`config.mk`:
```
export PLATFORM = sky130hd
export DESIGN_NAME = pkt_rx_fifo
export DESIGN_NICKNAME = d
export VERILOG_FILES = /design/src/rtl/pkt_rx_fifo_pkg.sv /design/src/rtl/prf_store.sv /design/src/rtl/prf_lenq.sv /design/src/rtl/pkt_rx_fifo.sv
export SDC_FILE = /design/constraint.sdc
export NUM_CORES = 1
export LEC_CHECK = 0
export ABC_CLOCK_PERIOD_IN_PS = 5200
export BUFFER_PORTS_ARGS = -buffer_cell sky130_fd_sc_hd__buf_2
export CAP_MARGIN = 5
export CELL_PAD_IN_SITES_DETAIL_PLACEMENT = 1
export CELL_PAD_IN_SITES_GLOBAL_PLACEMENT = 1
export CORE_ASPECT_RATIO = 1.25
export CORE_MARGIN = 3
export CORE_UTILIZATION = 25
export DETAILED_ROUTE_END_ITERATION = 8
export GPL_ROUTABILITY_DRIVEN = 0
export PLACE_DENSITY_LB_ADDON = 0.15
export SLEW_MARGIN = 20
export SYNTH_ARGS = -nofsm -noshare
export SYNTH_HDL_FRONTEND = slang
export SYNTH_SLANG_ARGS = --single-unit
```
`constraint.sdc`:
```
create_clock -name clk -period 5.2 [get_ports clk]
set_input_delay 0.52 -clock clk [delete_from_list [all_inputs] [get_ports clk]]
set_output_delay 0.52 -clock clk [all_outputs]
set_load 0.01 [all_outputs]
```
`src/rtl/pkt_rx_fifo_pkg.sv`:
```
package pkt_rx_fifo_pkg;
  // One stored entry: tag bit plus byte.
  typedef struct packed {
    logic       is_stat;
    logic [7:0] byte_v;
  } fifo_ent_t;
endpackage

```
`src/rtl/prf_store.sv`:
```
module prf_store
  import pkt_rx_fifo_pkg::*;
#(
  parameter int DEPTH = 16,
  parameter int AW    = 4
) (
  input  logic          clk,
  input  logic          we,
  input  logic [AW-1:0] waddr,
  input  fifo_ent_t     wdata,
  input  logic          re,
  input  logic [AW-1:0] raddr,
  output fifo_ent_t     rdata
);
  // Simple dual-port memory with a registered read port.
  fifo_ent_t mem [DEPTH];

  always_ff @(posedge clk) begin
    if (we) mem[waddr] <= wdata;
    if (re) rdata <= mem[raddr];
  end
endmodule

```
`src/rtl/prf_lenq.sv`:
```
module prf_lenq #(
  parameter int DEPTH = 16,
  parameter int CW    = 5
) (
  input  logic          clk,
  input  logic          rst,
  input  logic          flush,
  input  logic          push,
  input  logic [CW-1:0] push_len,
  input  logic          pop,
  output logic [CW-1:0] head_len,
  output logic          nonempty
);
  localparam int QAW = $clog2(DEPTH);

  logic [CW-1:0]  lens [DEPTH];
  logic [QAW-1:0] hd, tl;
  logic [QAW:0]   n;

  always_ff @(posedge clk) begin
    if (push) lens[tl] <= push_len;
  end

  always_ff @(posedge clk) begin
    if (rst || flush) begin
      hd <= '0;
      tl <= '0;
      n  <= '0;
    end else begin
      if (push) tl <= (tl == QAW'(DEPTH - 1)) ? '0 : tl + QAW'(1);
      if (pop)  hd <= (hd == QAW'(DEPTH - 1)) ? '0 : hd + QAW'(1);
      n <= n + (QAW+1)'(push) - (QAW+1)'(pop);
    end
  end

  assign head_len = lens[hd];
  assign nonempty = (n != '0);

  // a status read only happens while a packet length is queued
  a_r3_pop_has_entry: assert property (@(posedge clk) disable iff (rst)
    pop |-> nonempty);
  // never more closed packets than storage entries
  a_r3_len_room: assert property (@(posedge clk) disable iff (rst)
    (push && !pop) |-> (int'(n) < DEPTH));
endmodule

```
`src/rtl/pkt_rx_fifo.sv`:
```
module pkt_rx_fifo
  import pkt_rx_fifo_pkg::*;
#(
  parameter int DEPTH = 16,
  localparam int CW = $clog2(DEPTH + 1)
) (
  input  logic          clk,
  input  logic          rst,
  input  logic          flush,
  input  logic          wr_valid,
  input  logic [7:0]    wr_byte,
  input  logic          stat_valid,
  input  logic [7:0]    stat_byte,
  input  logic          rd_stb,
  output logic [7:0]    rd_byte,
  output logic          rd_is_stat,
  output logic [CW-1:0] next_cnt,
  output logic          fifo_empty,
  output logic          overrun
);
  localparam int AW = $clog2(DEPTH);

  logic [AW-1:0] wp, rp;
  logic [CW-1:0] occ, wr_part, consumed;
  logic          ovr_q, rd_hit_q, pred_stat_q;
  logic [CW-1:0] q_head;
  logic          q_ne;
  fifo_ent_t     wdata, mem_q;

  // Accept / drop decisions from the state before the edge.
  logic rd_ok, head_is_stat, stat_ok, data_ok, data_drop, we;
  always_comb begin
    rd_ok        = rd_stb && (occ != '0) && !flush;
    head_is_stat = q_ne && (q_head == consumed);
    stat_ok      = stat_valid && (occ < CW'(DEPTH)) && !flush;
    data_ok      = wr_valid && !stat_valid && (occ < CW'(DEPTH - 1)) && !flush;
    data_drop    = wr_valid && !stat_valid && !(occ < CW'(DEPTH - 1)) && !flush;
    we           = stat_ok || data_ok;
    if (stat_ok) wdata = '{is_stat: 1'b1, byte_v: stat_byte | {ovr_q, 7'b0}};
    else         wdata = '{is_stat: 1'b0, byte_v: wr_byte};
  end

  prf_store #(.DEPTH(DEPTH), .AW(AW)) store_i (
    .clk(clk), .we(we), .waddr(wp), .wdata(wdata),
    .re(rd_ok), .raddr(rp), .rdata(mem_q)
  );

  prf_lenq #(.DEPTH(DEPTH), .CW(CW)) lenq_i (
    .clk(clk), .rst(rst), .flush(flush),
    .push(stat_ok), .push_len(wr_part),
    .pop(rd_ok && head_is_stat),
    .head_len(q_head), .nonempty(q_ne)
  );

  always_ff @(posedge clk) begin
    if (rst || flush) begin
      wp          <= '0;
      rp          <= '0;
      occ         <= '0;
      wr_part     <= '0;
      consumed    <= '0;
      ovr_q       <= 1'b0;
      rd_hit_q    <= 1'b0;
      pred_stat_q <= 1'b0;
    end else begin
      if (we)    wp <= (wp == AW'(DEPTH - 1)) ? '0 : wp + AW'(1);
      if (rd_ok) rp <= (rp == AW'(DEPTH - 1)) ? '0 : rp + AW'(1);
      occ <= occ + CW'(we) - CW'(rd_ok);

      if (stat_ok)      wr_part <= '0;
      else if (data_ok) wr_part <= wr_part + CW'(1);

      if (rd_ok) consumed <= head_is_stat ? '0 : consumed + CW'(1);

      if (stat_valid)     ovr_q <= 1'b0;
      else if (data_drop) ovr_q <= 1'b1;

      if (rd_stb) begin
        rd_hit_q    <= rd_ok;
        pred_stat_q <= rd_ok && head_is_stat;
      end
    end
  end

  assign rd_byte    = rd_hit_q ? mem_q.byte_v : 8'h00;
  assign rd_is_stat = rd_hit_q && mem_q.is_stat;
  assign next_cnt   = q_ne ? (q_head - consumed) : (wr_part - consumed);
  assign fifo_empty = (occ == '0);
  assign overrun    = ovr_q;

  // stored entries never exceed the memory depth
  a_r2_occ_bound: assert property (@(posedge clk) disable iff (rst)
    int'(occ) <= DEPTH);
  // tag predicted from length queue matches the stored tag bit
  a_r3_tag_agree: assert property (@(posedge clk) disable iff (rst)
    rd_hit_q |-> (mem_q.is_stat == pred_stat_q));
  // the count never claims more bytes than are stored
  a_r4_cnt_bound: assert property (@(posedge clk) disable iff (rst)
    next_cnt <= occ);
  // a write with only the reserve left raises overrun
  a_r6_no_overflow: assert property (@(posedge clk) disable iff (rst)
    (wr_valid && !stat_valid && !flush && (int'(occ) >= DEPTH - 1)) |=> overrun);
  // a status write clears the overrun flag
  a_r7_ovr_clear: assert property (@(posedge clk) disable iff (rst)
    (stat_valid && !flush) |=> !overrun);
  // an empty read returns zero
  a_r8_empty_read: assert property (@(posedge clk) disable iff (rst)
    (rd_stb && fifo_empty && !flush) |=> (rd_byte == 8'h00 && !rd_is_stat));
  // flush empties everything
  a_r10_flush: assert property (@(posedge clk) disable iff (rst)
    flush |=> (fifo_empty && !overrun && next_cnt == '0 && !rd_is_stat));
endmodule

```
==> summary.txt, run 1 <==
Worst setup path
  • Element type at the critical path start: flop
  • Bufs and invs on worst path: 3
  • Worst path slowest cell: mux4_2
  • Crit path max fanout: 20
  • CP dominant cell by count: mux4_2
  • Critical Path, Cell by Cell: buf_4, mux4_2, mux4_2, inv_1, ha_1, fa_1, nor2b_1, o21ai_0, nand2b_1, nor4b_1, a211oi_1, o22ai_1, buf_2
  • Critical path required time: about 4.7 ns
  • Worst EP arrival: about 3.8 ns
  • Kind of end point of the critical path: primary output
  • Top delay family on crit path: multiplexers
  • Worst path max stage delay: 0.57 ns
  • Setup CP Type: reg -> out

STA
  • Final setup violation count: 0
  • Fin crit period: between 4 and 5 ns
  • Slew Viols, Final: 0
  • Hold Slack: roughly 0.18 ns
  • Final Worst Setup Slack: approximately 0.85 ns
  • Post-route clock skew: 0.0276 ns
  • Crit share post-route: ~84%
  • Slew headroom: about a third
  • Max Freq: 230 MHz
  • Setup TNS: 0 ns
  • Slew @ Worst Pin: approximately 1.0 ns
  • Final Hold Vio Count: 0
  • RSZ-0062 raised after global routing: no

Flow run
  • Max-capacitance violation count: 0

Clock tree
  • Root buffer cell: clkbuf_16
  • Total number of H-tree levels: 1
  • CTS Hold Bufs: 0
  • Post_cts resized: 0
  • Clock Latency Late Sink: around 0.58 ns
  • CTS max path bufs: 3
  • CTS tree: yes
  • Clock Sinks: around 280
  • Worst-path clk slew: roughly 0.06 ns
  • Buffer count from post-CTS setup fixing: 0
  • Inserted Clock Buffers: 31

Logic synthesis
  • Syn avg cell area: around 17 µm²
  • Post-synth top area share: between 60% and 70%
  • Largest family of logic cells by synthesized area: multiplexers
  • Syn. warnings: 0
  • Xor/xnor share of the synthesized area: roughly 2.3%
  • #FFs+latches synth: 275
  • Syn Nets: approximately 730
  • Synth top area cells: edfxtp_1 (60%), mux4_2 (13%), dfxtp_1 (7.3%)
  • Yosys top cell by area: edfxtp_1
  • Sequential area share after synthesis: between 60% and 70%
  • Post-synthesis simple-gate area fraction: under 10%
  • Synthesized instance count: 672
  • Mapped Area: 11600 µm²
  • Post-synth EDFFs: approximately 230
  • Prevailing post-synth register cell: edfxtp_1
  • Proportion of synthesized area in mux cells: 15.2%
  • Complex-gate fraction of the synthesized area: approximately 2.6%
  • Synth Area in Adders: approximately 4.3%
  • Async set-or-reset flop fraction in the synthesized netlist: 0%
  • Library cells used by synthesis: between 40 and 50

Die
  • Die Y: ~250 µm
  • Starting Density: between 20 and 30%
  • Die width: about 200 µm
  • Core area: approximately 46000 µm²
  • Top Ports: 38
  • Row count: between 80 and 90
  • Die footprint: just under 50000 µm²

Power and ir drop
  • Leak: about 4.4 nW
  • Peak VDD IR: between 0.2 and 0.25 mV
  • Total power divided by cell area: 368 nW/µm²

Routing
  • DRC Markers: 0
  • First-pass DRT Iterations: 4
  • ANT nets after route: 0
  • 1st-iter DRT viols: 388
  • Vias/cell: ~4.5
  • Vias: around 6000
  • Drt total wl: 29.6 mm
  • Routed WL per cell: around 22 µm

GRT
  • Final global-route overflow total: 0
  • Vias in the first global route: 6882
  • Pin count of the biggest net entering global routing: between 40 and 50
  • Initial antenna violation count: 1
  • All-layer global routing usage: about an eighth
  • First-pass GRT wire length: around 45 mm

Final layout
  • Ratio of cells with drive above 1 in the final layout: approximately a quarter
  • Commonest non-fill, non-tap cell in the layout: edfxtp_1
  • Final instance area: 13700 µm²
  • Area Growth Syn to Fin: 18.2%
  • Most frequent cells in the layout: edfxtp_1 (233), mux4_2 (68), nor2_1 (56)
  • Final net count: about 800
  • Number of diodes: 0

Min path
  • Hold wc startpoint: stat_valid
  • Hold Crit Class: in -> reg

Placed design
  • IO buf count: 37
  • Post-DP HPWL: around 20 mm
  • Pre-CTS setup slack: around 0.83 ns
  • Area after DPL: roughly 13000 µm²

Run status
  • Status: finished, final reports clean
-- where the power goes --
| group | internal [mW] | leakage, nW | total, mW | switching, mW |
|---|---|---|---|---|
| clock network | 1.44 | 0.518 | 2.33 | 0.894 |
| logic | 0.106 | 1.42 | 0.263 | 0.157 |
| registers | 2.43 | 2.42 | 2.45 | 0.0194 |
| total | 3.97 | 4.36 | 5.04 | 1.07 |
-- flip-flops by register name, indices dropped and copies added, names as in the netlist, named ones only --
name	cells
store_i.rdata	9
lenq_i.tl	4
store_i.mem	144
occ	5
wp	4
wr_part	5
overrun	1
lenq_i.n	5
lenq_i.hd	4
lenq_i.lens	80
rp	4
consumed	5
rd_hit_q	1
-- cell families (layout without fill, tap and decap cells) --
kind of cell               count (synthesis)  in the layout
buffers and inverters                     56            149
xor gates and xnor gates                  28             28
DFF                                      275            275
and+or+nand+nor                          140            140
AOI/OAI and AO/OA                         51             51
muxes                                     85             85
adders and majority gates                 37             37
-- path summary, 6_finish.rpt --
path                                    end  slack, ns  depth (start not counted)
worst max-delay path            next_cnt[4]       0.85                         13
worst min-delay path                overrun       0.18                          2
worst max register to register  lenq_i.n[4]       0.92                         13
worst min register to register        wp[1]       0.55                          2
-- cells in the mapped netlist (8+ instances only) --
cell type    n
dfxtp_1     42
clkbuf_1    16
a21oi_1     22
mux4_2      68
xor2_1      13
nor2_1      56
xnor2_1     13
nand2b_1     8
and2_1      13
nor3_1      15
ha_1        33
o21ai_0      8
nand2_1     23
inv_1       27
edfxtp_1   233
-- routing by layer --
layer | wire length (µm) | vias up | track usage (%)
met5 | 0 | - | 0
met4 | 585 | 0 | 3.04
met3 | 945 | 39 | 1.69
met2 | 16200 | 94 | 23.7
met1 | 11800 | 3186 | 14.3
li1 | - | 2735 | -
-- worst register-to-register path: cells and delay by family (launching register included) --
kind                     cells  cell delay [ns]
AND/OR/NAND/NOR              6             1.39
multiplexers                 2             1.06
adder cells (fa/ha/maj)      2             0.82
buffers and inverters        1             0.35
flip-flops                   1             0.31
AO/OA/AOI/OAI                2             0.31
-- layout make-up --
type / instances / area [µm²]
Clock buffer: 36 / 795
Tap cell: 578 / 723
Multi-Input combinational cell: 341 / 3540
Inverter: 27 / 101
Timing Repair Buffer: 66 / 403
Fill cell: 4712 / 31800
Sequential cell: 275 / 7840
Clock inverter: 20 / 287
-- stage by stage --
stage               total power, mW  util [%]  std cells
finish                         5.04      30.1       1343
detailed placement             2.77      27.7       1287
global placement               2.75      27.7       1287
floorplan                      2.66         -        672
CTS                            5.13      30.1       1343
global route                   5.24      30.1       1343
Note: power is estimated with default switching activity, not from simulation.
==> run 2: changes to the inputs <==
--- a/config.mk
+++ b/config.mk
@@ -5,7 +5,7 @@
 export SDC_FILE = /design/constraint.sdc
 export NUM_CORES = 1
 export LEC_CHECK = 0
-export ABC_CLOCK_PERIOD_IN_PS = 5200
+export ABC_CLOCK_PERIOD_IN_PS = 3700
 export BUFFER_PORTS_ARGS = -buffer_cell sky130_fd_sc_hd__buf_2
 export CAP_MARGIN = 5
 export CELL_PAD_IN_SITES_DETAIL_PLACEMENT = 1
==> constraint.sdc (replaced) <==
create_clock -name clk -period 3.7 [get_ports clk]
set_input_delay 0.37 -clock clk [delete_from_list [all_inputs] [get_ports clk]]
set_output_delay 0.37 -clock clk [all_outputs]
set_load 0.01 [all_outputs]
==> summary.txt, run 2 (synthesis results as in run 1) <==
Clock tree
  • CTS tree: yes
  • Root buffer cell: clkbuf_16
  • Clock Latency Late Sink: 0.57 ns
  • CTS max path bufs: 3
  • Worst-path clk slew: roughly 0.060 ns
  • Total number of H-tree levels: 1
  • Clock Sinks: between 200 and 300
  • Inserted Clock Buffers: 31

Placed design
  • Dpl cells: between 1000 and 1500
  • Post-DP HPWL: about 20 mm
  • IO buf count: 37

STA
  • RSZ-0062 raised after global routing: yes
  • Max Freq: roughly 260 MHz
  • Final Hold Vio Count: 0
  • Slew headroom: approximately a third
  • Final setup violation count: 3
  • Slew @ Worst Pin: 1.01 ns
  • Fin crit period: about 3.9 ns
  • Slew Viols, Final: 0
  • Final Worst Setup Slack: -0.194 ns
  • Crit share post-route: 105%
  • Post-route clock skew: roughly 0.02 ns

Routing
  • Vias/cell: ~4.5
  • 1st-iter DRT viols: roughly 310
  • Drt total wl: between 20 and 30 mm
  • ANT nets after route: 0
  • First-pass DRT Iterations: 6
  • DRC Markers: 0
  • Vias: 6151
  • Routed WL per cell: around 21 µm

GRT
  • Initial antenna violation count: 0
  • First-pass GRT wire length: about 43 mm
  • Final global-route overflow total: 0
  • Vias in the first global route: around 6900
  • All-layer global routing usage: approximately an eighth
  • Pin count of the biggest net entering global routing: 35

Power and ir drop
  • Total power divided by cell area: roughly 500 nW/µm²
  • Peak VDD IR: 0.328 mV
  • Overall Power: 7.01 mW
  • Leak: 4.55 nW

Worst setup path
  • Element type at the critical path start: flop
  • Kind of end point of the critical path: flop
  • Worst EP arrival: 4.38 ns
  • Crit path max fanout: 4
  • Critical path required time: about 4.2 ns
  • Setup CP Type: reg -> reg

Min path
  • Hold Crit Class: in -> reg

Final layout
  • Register area: about 7800 µm²
  • Number of diodes: 0
  • Biggest regs: store_i.mem x144, lenq_i.lens x80, store_i.rdata x9
  • Commonest non-fill, non-tap cell in the layout: edfxtp_1
  • Fillers: around 4700
  • Area Growth Syn to Fin: 21.7%
  • Most flop-heavy register: store_i.mem
  • Most frequent cells in the layout: edfxtp_1 (233), mux4_2 (68), nor2_1 (54), buf_4 (54), dfxtp_1 (39)
  • Cell Count, Final, Fillers Out: 1377
  • Ratio of cells with drive above 1 in the final layout: around a third
  • Max reg flops: 144
  • Combined area of the multi-input logic cells: approximately 3700 µm²
  • Final net count: ~830

Die
  • Die width: just under 200 µm
  • Die footprint: about 49000 µm²
  • Top Ports: 38
  • Core area: between 40000 and 50000 µm²
  • Row count: just under 90
  • Die Y: 247 µm
  • Starting Density: approximately a quarter

Run status
  • Status: finished, violations left
  • Failing checks: setup timing

Flow run
  • Max-capacitance violation count: 0
==> run 2: cell count changes in the layout (fill, tap and decap cells not counted), moves of 3 or more <==
cell	delta
buf_4	+25
bufinv_16	-3
clkinv_2	+4
ha_4	+6
buf_12	+3
a21oi_1	-3
ha_1	-6
a21oi_2	+3
==> run 2: layout make-up <==
class / count / share of cell area, %
clock buffers: 39 / 6.16
clock inverters: 19 / 1.42
inverters: 27 / 0.719
multi-input cells: 341 / 26.0
flip-flops and latches: 275 / 55.6
well taps: 578 / 5.13
repair buffers: 98 / 4.95
==> run 2: power breakdown <==
part,total [mW],switching [mW],internal [mW]
clock,3.18,1.25,1.93
sequential,3.43,0.0196,3.41
combinational,0.397,0.229,0.168
total,7.01,1.50,5.51
==> run 2: path summary, 6_finish.rpt <==
kind	startpoint	to	slack [ns]	depth (start not counted)
worst min-delay path	stat_valid	overrun	0.04	2
worst max-delay path	flop	lenq_i.n[4]	-0.19	14
worst max register to register	flop	lenq_i.n[4]	-0.19	14
worst min register to register	wp[1]	wp[1]	0.53	2
==> run 2: critical path, cell delays in order (launching register included) <==
cell and delay [ns]:
dfxtp_4 0.39, buf_12 0.12, buf_4 0.12, mux4_2 0.49
mux4_2 0.51, ha_4 0.29, nand4_1 0.15, nor2_2 0.15
nand2_2 0.08, or3_4 0.43, fa_2 0.38, a21oi_2 0.15
nor2_2 0.05, or3_1 0.36, a21oi_1 0.16
==> run 2: per-stage QoR <==
| step | area, µm² | hold WS [ns] | setup TNS [ns] | utilization [%] | setup WS, ns |
|---|---|---|---|---|---|
| after global routing | 14100 | 0.0133 | -0.972 | 31.0 | -0.366 |
| after global placement | 12800 | 0.502 | -0.0694 | 28.2 | -0.0694 |
| after floorplan | 11600 | 0.449 | -0.0182 | - | -0.0182 |
| after CTS | 14000 | 0.00524 | -0.426 | 30.8 | -0.245 |
| final | 14100 | 0.0440 | -0.380 | 31.0 | -0.194 |
| after detailed placement | 12800 | 0.515 | -0.152 | 28.2 | -0.152 |
==> run 2: repair_timing <==
item,CTS,global route
setup endpoints to repair,3,6
gates resized for setup,13,10
endpoints found under the hold margin,1,0
hold buffers,1,0
buffers inserted,6,0
pin swaps,12,7
==> run 2: metal layers <==
layer  GRT usage (%)  up-vias  part of all wire (%)  wire length (µm)
met5               0        -                     0                 0
met4            3.58        0                   2.8               801
met3            1.69       52                   3.1               876
met2            22.0       91                    54             15600
met1            13.8     3203                    40             11500
li1                -     2805                     -                 -
